`config.mk`:
```
export PLATFORM = sky130hd
export DESIGN_NAME = angle_out_latch
export DESIGN_NICKNAME = d
export VERILOG_FILES = /design/src/rtl/angle_out_pkg.sv /design/src/rtl/step_queue.sv /design/src/rtl/pulse_sequencer.sv /design/src/rtl/hold_latch.sv /design/src/rtl/byte_readout.sv /design/src/rtl/angle_out_latch.sv
export SDC_FILE = /design/constraint.sdc
export NUM_CORES = 1
export LEC_CHECK = 0
export BUFFER_PORTS_ARGS = -buffer_cell sky130_fd_sc_hd__buf_2
export CORE_MARGIN = 8
export CORE_UTILIZATION = 64
export CTS_CLUSTER_SIZE = 10
export DETAILED_ROUTE_END_ITERATION = 8
export GPL_TIMING_DRIVEN = 0
export PLACE_DENSITY_LB_ADDON = 0.3
export SYNTH_ARGS = -nofsm -noshare
export SYNTH_HDL_FRONTEND = slang
export SYNTH_SLANG_ARGS = --single-unit
```
`constraint.sdc`:
```
create_clock -name clk -period 7.9 [get_ports clk]
set_input_delay 0 -clock clk [delete_from_list [all_inputs] [get_ports clk]]
set_output_delay 0 -clock clk [all_outputs]
set_load 0.01 [all_outputs]
```
`src/rtl/angle_out_pkg.sv`:
```
package angle_out_pkg;

    typedef enum logic [1:0] {
        SEQ_IDLE = 2'd0,
        SEQ_BUSY = 2'd1,
        SEQ_GAP  = 2'd2
    } seq_state_e;

    typedef enum logic [1:0] {
        RD_NONE = 2'd0,
        RD_HIGH = 2'd1,
        RD_LOW  = 2'd2,
        RD_WIDE = 2'd3
    } rd_sel_e;

endpackage

```
`src/rtl/step_queue.sv`:
```
module step_queue #(
    parameter int DEPTH = 4
) (
    input  logic clk,
    input  logic rst_n,
    input  logic push_i,
    input  logic push_up_i,
    input  logic pop_i,
    output logic empty_o,
    output logic head_up_o
);
    localparam int PTR_W = (DEPTH > 1) ? $clog2(DEPTH) : 1;
    localparam int CNT_W = $clog2(DEPTH + 1);

    typedef struct packed {
        logic [DEPTH-1:0] dir;
        logic [PTR_W-1:0] rd;
        logic [PTR_W-1:0] wr;
        logic [CNT_W-1:0] cnt;
    } q_state_t;

    q_state_t s_d, s_q;
    logic     do_pop, do_push;

    function automatic logic [PTR_W-1:0] ptr_next(input logic [PTR_W-1:0] p);
        return (p == PTR_W'(DEPTH - 1)) ? '0 : p + 1'b1;
    endfunction

    always_comb begin
        s_d     = s_q;
        do_pop  = pop_i && (s_q.cnt != '0);
        do_push = push_i && ((s_q.cnt != CNT_W'(DEPTH)) || do_pop);
        if (do_push) begin
            s_d.dir[s_q.wr] = push_up_i;
            s_d.wr          = ptr_next(s_q.wr);
        end
        if (do_pop) begin
            s_d.rd = ptr_next(s_q.rd);
        end
        if (do_push && !do_pop) begin
            s_d.cnt = s_q.cnt + 1'b1;
        end else if (do_pop && !do_push) begin
            s_d.cnt = s_q.cnt - 1'b1;
        end
    end

    always_ff @(posedge clk or negedge rst_n) begin
        if (!rst_n) begin
            s_q <= '0;
        end else begin
            s_q <= s_d;
        end
    end

    assign empty_o   = (s_q.cnt == '0);
    assign head_up_o = s_q.dir[s_q.rd];

    // the number of waiting steps never exceeds the queue depth
    p_level_bound_r5: assert property (@(posedge clk) disable iff (!rst_n)
        s_q.cnt <= CNT_W'(DEPTH));

    // a full queue with no departure drops the incoming request
    p_full_drop_r5: assert property (@(posedge clk) disable iff (!rst_n)
        (s_q.cnt == CNT_W'(DEPTH) && push_i && !pop_i) |=> (s_q.cnt == CNT_W'(DEPTH)));

endmodule

```
`src/rtl/pulse_sequencer.sv`:
```
module pulse_sequencer
    import angle_out_pkg::*;
#(
    parameter int ANG_W     = 16,
    parameter int BUSY_CYC  = 4,
    parameter int GAP_W     = 4,
    parameter int COARSE_SH = 2
) (
    input  logic             clk,
    input  logic             rst_n,
    input  logic             have_step_i,
    input  logic             head_up_i,
    input  logic             res_hi_i,
    input  logic [GAP_W-1:0] gap_cfg_i,
    output logic             pop_o,
    output logic [ANG_W-1:0] angle_o,
    output logic             busy_o,
    output logic             busy_end_o
);
    localparam int BC_W  = $clog2(BUSY_CYC + 1);
    localparam int CNT_W = (GAP_W > BC_W) ? GAP_W : BC_W;
    localparam int HI_W  = ANG_W - COARSE_SH;
    localparam int BL_W  = $clog2(BUSY_CYC + 2);

    typedef struct packed {
        seq_state_e       st;
        logic [CNT_W-1:0] cnt;
        logic [ANG_W-1:0] ang;
    } seq_t;

    seq_t s_d, s_q;

    function automatic logic [ANG_W-1:0] next_angle(
        input logic [ANG_W-1:0] a,
        input logic             up,
        input logic             fine
    );
        logic [HI_W-1:0] hi;
        if (fine) begin
            return up ? a + ANG_W'(1) : a - ANG_W'(1);
        end
        hi = a[ANG_W-1:COARSE_SH];
        hi = up ? hi + HI_W'(1) : hi - HI_W'(1);
        return {hi, {COARSE_SH{1'b0}}};
    endfunction

    always_comb begin
        s_d   = s_q;
        pop_o = 1'b0;
        unique case (s_q.st)
            SEQ_IDLE: begin
                if (have_step_i) begin
                    pop_o    = 1'b1;
                    s_d.ang  = next_angle(s_q.ang, head_up_i, res_hi_i);
                    s_d.st   = SEQ_BUSY;
                    s_d.cnt  = CNT_W'(BUSY_CYC - 1);
                end
            end
            SEQ_BUSY: begin
                if (s_q.cnt == '0) begin
                    if (gap_cfg_i == '0) begin
                        s_d.st = SEQ_IDLE;
                    end else begin
                        s_d.st  = SEQ_GAP;
                        s_d.cnt = CNT_W'(gap_cfg_i) - 1'b1;
                    end
                end else begin
                    s_d.cnt = s_q.cnt - 1'b1;
                end
            end
            SEQ_GAP: begin
                if (s_q.cnt == '0) begin
                    s_d.st = SEQ_IDLE;
                end else begin
                    s_d.cnt = s_q.cnt - 1'b1;
                end
            end
            default: s_d.st = SEQ_IDLE;
        endcase
    end

    always_ff @(posedge clk or negedge rst_n) begin
        if (!rst_n) begin
            s_q <= '{st: SEQ_IDLE, cnt: '0, ang: '0};
        end else begin
            s_q <= s_d;
        end
    end

    assign angle_o    = s_q.ang;
    assign busy_o     = (s_q.st == SEQ_BUSY);
    assign busy_end_o = busy_o && (s_q.cnt == '0);

    // checker state: pulse length, low time and gap captured at pulse end
    logic [BL_W-1:0]  chk_blen_q;
    logic [GAP_W:0]   chk_low_q;
    logic [GAP_W-1:0] chk_gap_q;

    always_ff @(posedge clk or negedge rst_n) begin
        if (!rst_n) begin
            chk_blen_q <= '0;
            chk_low_q  <= '1;
            chk_gap_q  <= '0;
        end else begin
            chk_blen_q <= busy_o ? chk_blen_q + 1'b1 : '0;
            if (busy_o) begin
                chk_low_q <= '0;
            end else if (chk_low_q != '1) begin
                chk_low_q <= chk_low_q + 1'b1;
            end
            if (busy_end_o) begin
                chk_gap_q <= gap_cfg_i;
            end
        end
    end

    // the count moves only on the edge that starts a pulse
    p_angle_with_busy_r1: assert property (@(posedge clk) disable iff (!rst_n)
        (s_q.ang != $past(s_q.ang)) |-> (busy_o && !$past(busy_o)));

    // a coarse step leaves the low bits clear
    p_coarse_align_r2: assert property (@(posedge clk) disable iff (!rst_n)
        (busy_o && !$past(busy_o) && !$past(res_hi_i)) |-> (s_q.ang[COARSE_SH-1:0] == '0));

    // each pulse lasts exactly BUSY_CYC cycles
    p_busy_len_r3: assert property (@(posedge clk) disable iff (!rst_n)
        $fell(busy_o) |-> (chk_blen_q == BL_W'(BUSY_CYC)));

    // the low time before a pulse respects the gap captured at the previous end
    p_gap_r4: assert property (@(posedge clk) disable iff (!rst_n)
        $rose(busy_o) |-> (chk_low_q > {1'b0, chk_gap_q}));

endmodule

```
`src/rtl/hold_latch.sv`:
```
module hold_latch #(
    parameter int ANG_W = 16
) (
    input  logic             clk,
    input  logic             rst_n,
    input  logic             inh_n_i,
    input  logic [ANG_W-1:0] angle_i,
    input  logic             busy_i,
    input  logic             busy_end_i,
    output logic [ANG_W-1:0] held_o
);
    typedef struct packed {
        logic [ANG_W-1:0] hold;
        logic             frozen;
    } hl_t;

    hl_t  s_d, s_q;
    logic settled, upd;

    always_comb begin
        s_d        = s_q;
        settled    = !busy_i || busy_end_i;
        upd        = (inh_n_i || !s_q.frozen) && settled;
        if (upd) begin
            s_d.hold = angle_i;
        end
        s_d.frozen = !inh_n_i && (s_q.frozen || settled);
    end

    always_ff @(posedge clk or negedge rst_n) begin
        if (!rst_n) begin
            s_q <= '0;
        end else begin
            s_q <= s_d;
        end
    end

    assign held_o = s_q.hold;

    // no update while a pulse is still running
    p_no_mid_pulse_r6: assert property (@(posedge clk) disable iff (!rst_n)
        (busy_i && !busy_end_i) |=> $stable(s_q.hold));

    // a freeze that persists keeps the held word constant
    p_frozen_stable_r7: assert property (@(posedge clk) disable iff (!rst_n)
        ($past(s_q.frozen) && s_q.frozen) |-> $stable(s_q.hold));

    // a freeze only begins outside a pulse or at its final edge
    p_freeze_defer_r8: assert property (@(posedge clk) disable iff (!rst_n)
        $rose(s_q.frozen) |-> (!$past(busy_i) || $past(busy_end_i)));

    // a released, settled edge loads the current count
    p_release_r9: assert property (@(posedge clk) disable iff (!rst_n)
        (inh_n_i && !busy_i) |=> (s_q.hold == $past(angle_i)));

endmodule

```
`src/rtl/byte_readout.sv`:
```
module byte_readout
    import angle_out_pkg::*;
#(
    parameter int BYTE_W = 8
) (
    input  logic [2*BYTE_W-1:0] held_i,
    input  logic                en_msb_n_i,
    input  logic                en_lsb_n_i,
    output logic [BYTE_W-1:0]   bus_data_o,
    output logic                bus_drive_o,
    output logic [2*BYTE_W-1:0] wide_data_o,
    output logic                wide_drive_o
);
    localparam int WORD_W = 2 * BYTE_W;

    rd_sel_e sel;

    always_comb begin
        if (!en_msb_n_i && !en_lsb_n_i) begin
            sel = RD_WIDE;
        end else if (!en_msb_n_i) begin
            sel = RD_HIGH;
        end else if (!en_lsb_n_i) begin
            sel = RD_LOW;
        end else begin
            sel = RD_NONE;
        end
    end

    always_comb begin
        bus_data_o   = '0;
        bus_drive_o  = 1'b0;
        wide_data_o  = '0;
        wide_drive_o = 1'b0;
        unique case (sel)
            RD_WIDE: begin
                bus_data_o   = held_i[WORD_W-1:BYTE_W];
                bus_drive_o  = 1'b1;
                wide_data_o  = held_i;
                wide_drive_o = 1'b1;
            end
            RD_HIGH: begin
                bus_data_o  = held_i[WORD_W-1:BYTE_W];
                bus_drive_o = 1'b1;
            end
            RD_LOW: begin
                bus_data_o  = held_i[BYTE_W-1:0];
                bus_drive_o = 1'b1;
            end
            default: ;
        endcase
    end

    // both enables high leaves every output quiet
    always_comb begin
        if (en_msb_n_i && en_lsb_n_i) begin
            p_quiet_r11: assert (!bus_drive_o && !wide_drive_o
                                 && bus_data_o == '0 && wide_data_o == '0);
        end
    end

endmodule

```
`src/rtl/angle_out_latch.sv`:
```
module angle_out_latch #(
    parameter int BYTE_W    = 8,
    parameter int BUSY_CYC  = 4,
    parameter int GAP_W     = 4,
    parameter int Q_DEPTH   = 4,
    parameter int COARSE_SH = 2
) (
    input  logic                clk,
    input  logic                rst_n,
    input  logic                step_req,
    input  logic                step_up,
    input  logic                res_hi,
    input  logic [GAP_W-1:0]    gap_cfg,
    input  logic                inh_n,
    input  logic                en_msb_n,
    input  logic                en_lsb_n,
    output logic                busy,
    output logic [BYTE_W-1:0]   bus_data,
    output logic                bus_drive,
    output logic [2*BYTE_W-1:0] wide_data,
    output logic                wide_drive
);
    localparam int ANG_W = 2 * BYTE_W;

    logic             q_empty, q_head_up, q_pop;
    logic [ANG_W-1:0] angle, held;
    logic             busy_end;

    step_queue #(.DEPTH(Q_DEPTH)) u_queue (
        .clk       (clk),
        .rst_n     (rst_n),
        .push_i    (step_req),
        .push_up_i (step_up),
        .pop_i     (q_pop),
        .empty_o   (q_empty),
        .head_up_o (q_head_up)
    );

    pulse_sequencer #(
        .ANG_W     (ANG_W),
        .BUSY_CYC  (BUSY_CYC),
        .GAP_W     (GAP_W),
        .COARSE_SH (COARSE_SH)
    ) u_seq (
        .clk         (clk),
        .rst_n       (rst_n),
        .have_step_i (!q_empty),
        .head_up_i   (q_head_up),
        .res_hi_i    (res_hi),
        .gap_cfg_i   (gap_cfg),
        .pop_o       (q_pop),
        .angle_o     (angle),
        .busy_o      (busy),
        .busy_end_o  (busy_end)
    );

    hold_latch #(.ANG_W(ANG_W)) u_hold (
        .clk        (clk),
        .rst_n      (rst_n),
        .inh_n_i    (inh_n),
        .angle_i    (angle),
        .busy_i     (busy),
        .busy_end_i (busy_end),
        .held_o     (held)
    );

    byte_readout #(.BYTE_W(BYTE_W)) u_read (
        .held_i       (held),
        .en_msb_n_i   (en_msb_n),
        .en_lsb_n_i   (en_lsb_n),
        .bus_data_o   (bus_data),
        .bus_drive_o  (bus_drive),
        .wide_data_o  (wide_data),
        .wide_drive_o (wide_drive)
    );

endmodule

```
==> impl_metrics.env, run 1 <==
export IMPL_status="complete, no violations"
export IMPL_yosysSeqAreaShare_pct=36.5
export IMPL_num_vias=3026
export IMPL_synth_top_family_by_area="compound AO/OA/AOI/OAI gates"
export IMPL_hold_class="in2reg"
export IMPL_skew_ns=0.00501
export IMPL_drc_errors=0
export IMPL_synth_area_mm2=0.00343
export IMPL_max_freq_mhz=296
export IMPL_yosys_area_share_simple_pct=17.5
export IMPL_core_mm2=0.00514
export IMPL_overflow=0
export IMPL_grt_pass1_vias=2973
export IMPL_grt_max_degree=51
export IMPL_clockBufferDepth=2
export IMPL_synthAdderAreaFrac_pct=12.3
export IMPL_grt_first_pass_wirelength_um=13700
export IMPL_yosysTopAreaCell="dfrtp_1"
export IMPL_ios=39
export IMPL_critPathCaptureType="flip-flop"
export IMPL_grt_usage_pct=22.0
export IMPL_ys_flop_type="dfrtp_1"
export IMPL_fin_ws_ns=4.52
export IMPL_final_core_util_pct=75.0
export IMPL_die_w_um=89.2
export IMPL_pre_cts_ws_ns=4.58
export IMPL_setup_violations=0
export IMPL_rsz0062_at_grt="false"
export IMPL_drive_above_1_share_pct=16.7
export IMPL_reg2reg_from="u_queue.s_q[5]$_DFFE_PN0P_"
export IMPL_cts_tree="yes"
export IMPL_io_buffer_count=38
export IMPL_r2r_slack_ns=4.52
export IMPL_r2r_end="u_seq.angle_o[15]$_DFFE_PN0P_"
export IMPL_tightest_slew_ns=1.07
export IMPL_start_kind="flip-flop"
export IMPL_hpwl_um=6060
export IMPL_cts_buffers_inserted=5
export IMPL_cts_root_buf="clkbuf_8"
export IMPL_yosysMostFrequentCell="nand2_1"
export IMPL_worst_ep_required_time_ns=8.14
export IMPL_hold_viol=0
export IMPL_crit_type="reg2reg"
export IMPL_synth_top_area_share_pct=36.5
export IMPL_maxSlewHeadroom_pct=28.5
export IMPL_netlist_top_cells_area="dfrtp_1 36%, ha_1 11%, nand2_1 6.2%"
export IMPL_rr_worst_depth=10
export IMPL_avgSynthCellArea_um2=8.84
export IMPL_synth_nets=432
export IMPL_worstPathArrival_ns=3.62
export IMPL_postCtsSetupRepairBufs=0
export IMPL_synthArstFlopShare_pct=100
export IMPL_row_count=26
export IMPL_area_growth_pct=12.3
export IMPL_fin_crit_sh_pct=42.8
export IMPL_synth_common_cells="57 x nand2_1, 50 x dfrtp_1, 30 x inv_1, 30 x o21ai_0, 29 x ha_1"
export IMPL_synth_seq_cells=50
export IMPL_ant_nets=0
export IMPL_first_pass_iters=5
export IMPL_synthCells=388
export IMPL_cts_max_level=2
export IMPL_yosysUniqueCellTypes=58
export IMPL_path_clk_slew_ns=0.09
export IMPL_min_to="u_seq.angle_o[2]$_DFFE_PN0P_"
export IMPL_detail_route_wl_per_cell_um=16.0
export IMPL_period_needed_ns=3.38
export IMPL_synth_enable_flop_cells=0
export IMPL_cts_resized=0
export IMPL_routed_wl_um=8120
export IMPL_synthXorXnorAreaFrac_pct=3.83
export IMPL_synthMuxAreaShare_pct=5.80
export IMPL_min_from="res_hi"
export IMPL_antenna_found_initial=0
export IMPL_clock_latency_ns=0.31
export IMPL_max_cap_viol_count=0
export IMPL_synth_compound_area_share_pct=18.5
export IMPL_cts_sinks=50
export IMPL_drt_iter0_drc=212
export IMPL_holdBufCountCts=3
export IMPL_crit_path_max_fanout=17
export IMPL_hold_path_cell_count=4
export IMPL_die_area_mm2=0.00796
export IMPL_tns_ns=0
export IMPL_maxSlewViolCount=0
export IMPL_nets=480
export IMPL_via_per_inst=5.97
export IMPL_fin_hold_ws_ns=0.104
export IMPL_diodes=0
export IMPL_die_h_um=89.2
export IMPL_ys_warnings_count=0
export IMPL_initial_utilization_pct=66.7
export IMPL_gp_congestion=0.892
cell usage in the layout, fill, tap and decap left out, drive strengths merged, types with 3 or more instances in the layout:
cell type / instances
a21o: 10
a21oi: 18
a311oi: 3
a31oi: 3
and2: 10
buf: 41
clkbuf: 19
dfrtp: 50
dlygate4sd3: 3
fa: 3
ha: 29
inv: 30
mux2: 13
mux2i: 3
nand2: 58
nand3: 11
nand4: 5
nor2: 12
nor3: 20
o21ai: 35
o22ai: 5
o31ai: 4
xnor2: 11
xor2: 4
state kept, by name, summed over array words and instances (netlist names):
name,count
u_hold.held_o,16
u_seq.s_q,6
u_queue.s_q,11
u_seq.angle_o,16
u_hold.s_q,1
layout make-up:
class,count,area (µm²)
inverters,31,116
repair buffers,41,220
flip-flops and latches,50,1250
fillers,403,1290
well taps,70,87.6
clock inverters,3,45.0
plain buffers,17,75.1
multi-input cells,290,1990
clock buffers,5,68.8
critical path: stages (launching register included):
cell and delay (ns):
dfrtp_1 0.43, mux4_2 0.58, inv_1 0.49, ha_1 0.34, clkbuf_1 0.21, a21oi_1 0.27
o21ai_0 0.19, o2111ai_1 0.24, o31ai_1 0.12, a311oi_2 0.28, xnor2_1 0.16
per-layer routing:
| layer | wire (µm) | global-route usage [%] | share of wire [%] | up-vias |
|---|---|---|---|---|
| li1 | - | - | - | 1461 |
| met1 | 3440 | 26.6 | 42 | 1446 |
| met2 | 3880 | 37.5 | 48 | 101 |
| met3 | 591 | 3.31 | 7.3 | 18 |
| met4 | 206 | 9.97 | 2.5 | 0 |
| met5 | 0 | 0 | 0 | - |
per-stage QoR:
step	instance area (µm²)	instances
floorplan	3430	388
global placement	3710	496
detailed placement	3710	496
CTS	3850	507
global route	3850	507
finish	3850	507
cells by family (layout without fill, tap and decap cells):
logic type,after synthesis,in the layout
compound gates,98,98
flops,50,50
mux,17,17
xor+xnor,15,15
fa+ha+maj,32,32
simple gates,128,128
buf+inv,48,97
worst max path at each step:
| stage | endpoint | cells after the start | from |
|---|---|---|---|
| 2_1_floorplan | u_seq.angle_o[15]$_DFFE_PN0P_ | 8 | u_queue.s_q[5]$_DFFE_PN0P_ |
| 3_3_place_gp | u_seq.angle_o[15]$_DFFE_PN0P_ | 10 | u_queue.s_q[5]$_DFFE_PN0P_ |
| 3_5_place_dp | u_seq.angle_o[15]$_DFFE_PN0P_ | 10 | u_queue.s_q[5]$_DFFE_PN0P_ |
| 4_1_cts | u_seq.angle_o[15]$_DFFE_PN0P_ | 10 | u_queue.s_q[5]$_DFFE_PN0P_ |
| 5_1_grt | u_seq.angle_o[15]$_DFFE_PN0P_ | 10 | u_queue.s_q[5]$_DFFE_PN0P_ |
| 6_report | u_seq.angle_o[15]$_DFFE_PN0P_ | 10 | u_queue.s_q[5]$_DFFE_PN0P_ |
Power of run 1 is not shown: default switching activity piles up to over one toggle a cycle in this logic, so the estimate is an artifact.
==> run 2: changes to the inputs <==
--- a/config.mk
+++ b/config.mk
@@ -5,9 +5,10 @@
 export SDC_FILE = /design/constraint.sdc
 export NUM_CORES = 1
 export LEC_CHECK = 0
+export ABC_AREA = 1
 export BUFFER_PORTS_ARGS = -buffer_cell sky130_fd_sc_hd__buf_2
 export CORE_MARGIN = 8
-export CORE_UTILIZATION = 64
+export CORE_UTILIZATION = 54
 export CTS_CLUSTER_SIZE = 10
 export DETAILED_ROUTE_END_ITERATION = 8
 export GPL_TIMING_DRIVEN = 0
==> constraint.sdc (replaced) <==
create_clock -name clk -period 2.8 [get_ports clk]
set_input_delay 0 -clock clk [delete_from_list [all_inputs] [get_ports clk]]
set_output_delay 0 -clock clk [all_outputs]
set_load 0.01 [all_outputs]
==> run 2 against run 1 <==
  * Critical path depth is 4 higher
  * Critical path type unchanged
  * Flip-flop and latch count stayed put
  * Synthesized area increased by 4.9%
  * Hold slack got worse by 0.088 ns
  * Worst setup slack worse by 4.2 ns
  * Non-clock buffer count decreased by 8
  * Global-route usage fell by 4.0 points
==> impl_metrics.env, run 2 <==
export IMPL_crit_path_max_fanout=18
export IMPL_ys_flop_type="dfrtp_1"
export IMPL_yosysSeqAreaShare_pct=34.8
export IMPL_setup_violations=0
export IMPL_routed_wl_um=8260
export IMPL_final_area_mm2=0.00402
export IMPL_drc_errors=0
export IMPL_layout_common_cells="121 x nand2_1, 69 x inv_1, 53 x nor2_1"
export IMPL_drt_iter0_drc=131
export IMPL_synthArstFlopShare_pct=100
export IMPL_synth_seq_cells=50
export IMPL_diodes=0
export IMPL_grt_first_pass_wirelength_um=14700
export IMPL_postCtsSetupRepairBufs=0
export IMPL_max_cap_viol_count=0
export IMPL_maxSlewHeadroom_pct=26.2
export IMPL_gp_congestion=0.896
export IMPL_skew_ns=0.0132
export IMPL_die_h_um=97.6
export IMPL_cts_sinks=50
export IMPL_synth_compound_area_share_pct=13.0
export IMPL_synth_top_family_by_area="simple AND/OR/NAND/NOR gates"
export IMPL_yosysMostFrequentCell="nand2_1"
export IMPL_netlist_top_cells_area="dfrtp_1 35%, nand2_1 13%, ha_1 10%"
export IMPL_hpwl_um=6500
export IMPL_synth_enable_flop_cells=0
export IMPL_die_area_mm2=0.00953
export IMPL_fin_crit_sh_pct=88.8
export IMPL_status="complete, no violations"
export IMPL_nets=588
export IMPL_avgSynthCellArea_um2=7.25
export IMPL_io_buffer_count=38
export IMPL_tightest_slew_ns=1.11
export IMPL_ant_nets=0
export IMPL_fin_hold_ws_ns=0.0167
export IMPL_clock_latency_ns=0.31
export IMPL_synth_nets=540
export IMPL_row_count=29
export IMPL_hold_class="in2reg"
export IMPL_path_clk_slew_ns=0.10
export IMPL_ys_warnings_count=0
export IMPL_core_mm2=0.00639
export IMPL_grt_pass1_vias=3315
export IMPL_worstPathArrival_ns=2.68
export IMPL_critPathCaptureType="flip-flop"
export IMPL_crit_type="reg2reg"
export IMPL_first_pass_iters=4
export IMPL_cts_root_buf="clkbuf_8"
export IMPL_synthMuxAreaShare_pct=0.313
export IMPL_synthXorXnorAreaFrac_pct=2.43
export IMPL_die_w_um=97.6
export IMPL_synthAdderAreaFrac_pct=11.8
export IMPL_synth_area_mm2=0.00360
export IMPL_yosysTopAreaCell="dfrtp_1"
export IMPL_synth_common_cells="122 x nand2_1, 69 x inv_1, 53 x nor2_1, 50 x dfrtp_1, 37 x nand3_1"
export IMPL_cts_buffers_inserted=5
export IMPL_maxSlewViolCount=0
export IMPL_drive_above_1_share_pct=14.5
export IMPL_detail_route_wl_per_cell_um=13.3
export IMPL_cts_tree="yes"
export IMPL_area_growth_pct=11.8
export IMPL_via_per_inst=5.27
export IMPL_yosys_area_share_simple_pct=28.5
export IMPL_worst_ep_required_time_ns=3.00
export IMPL_start_kind="flip-flop"
export IMPL_yosysUniqueCellTypes=38
export IMPL_cts_max_level=2
export IMPL_ios=39
export IMPL_grt_usage_pct=18.0
export IMPL_clockBufferDepth=2
export IMPL_initial_utilization_pct=56.3
export IMPL_num_vias=3278
export IMPL_overflow=0
export IMPL_period_needed_ns=2.49
export IMPL_synthCells=496
export IMPL_synth_top_area_share_pct=34.8
export IMPL_rsz0062_at_grt="false"
export IMPL_final_common_cell="nand2_1"
export IMPL_hold_viol=0
export IMPL_antenna_found_initial=0
export IMPL_max_freq_mhz=402
export IMPL_place_area_mm2=0.00388
export IMPL_grt_max_degree=51
export IMPL_tns_ns=0
run 2: cell type report:
cell class	count	area (µm²)
Sequential cell	50	1250
Inverter	74	278
Clock buffer	7	96.3
Clock inverter	1	8.76
Tap cell	77	96.3
Fill cell	581	2360
Timing Repair Buffer	41	220
Buffer	9	53.8
Multi-Input combinational cell	363	2020
run 2: kinds of logic after synthesis:
logic type / Yosys count
flip-flops: 50
buffers and inverters: 83
multiplexers: 1
adder cells (fa/ha/maj): 32
AND/OR/NAND/NOR: 238
AO/OA/AOI/OAI: 82
XOR/XNOR: 10
run 2: final timing paths:
path / startpoint / endpoint / depth (start not counted) / slack [ns]
hold / removal: gap_cfg[0] / u_seq.s_q[16]$_DFFE_PN0P_ / 4 / 0.02
setup reg to reg: u_queue.s_q[5]$_DFFE_PN0P_ / u_seq.angle_o[9]$_DFFE_PN0P_ / 14 / 0.31
setup / recovery: u_queue.s_q[5]$_DFFE_PN0P_ / u_seq.angle_o[9]$_DFFE_PN0P_ / 14 / 0.31
hold reg to reg: u_hold.held_o[11]$_DFFE_PN0P_ / u_hold.held_o[11]$_DFFE_PN0P_ / 2 / 0.50
min in group asynchronous: rst_n / u_queue.s_q[2]$_DFFE_PN0P_ / 2 / 0.44
max in group asynchronous: rst_n / u_seq.angle_o[10]$_DFFE_PN0P_ / 2 / 1.67
run 2: metrics by stage:
stage | utilization (%) | setup slack [ns] | cells
global placement | 60.8 | 0.161 | 611
CTS | 62.9 | 0.0736 | 622
global route | 63.0 | 0.124 | 622
detailed placement | 60.8 | 0.107 | 611
floorplan | - | 0.562 | 496
finish | 63.0 | 0.315 | 622
run 2: critical path, stage by stage, from the launching register on:
cell     delay, ns
dfrtp_1       0.43
inv_1         0.10
nand2_1       0.05
nand3_1       0.07
nand2_2       0.28
ha_1          0.50
nand3_1       0.12
nand3_1       0.19
nand3_1       0.10
nand3_1       0.15
nand2_1       0.11
nand2_1       0.07
nand2_1       0.05
nand3_1       0.10
nand2_1       0.06
run 2: layer usage:
layer	track usage (%)	vias up	routed length [µm]
li1	-	1690	-
met4	5.48	0	106
met5	0	-	0
met1	21.9	1508	3850
met3	3.77	9	490
met2	30.8	71	3810
run 2: timing repair:
item / CTS / global route
endpoints found under the setup margin: 0 / 11
endpoints found under the hold margin: 53 / 0
hold buffers: 3 / 0
gates resized for setup: 0 / 1
Power of run 2 is left out for the same reason.
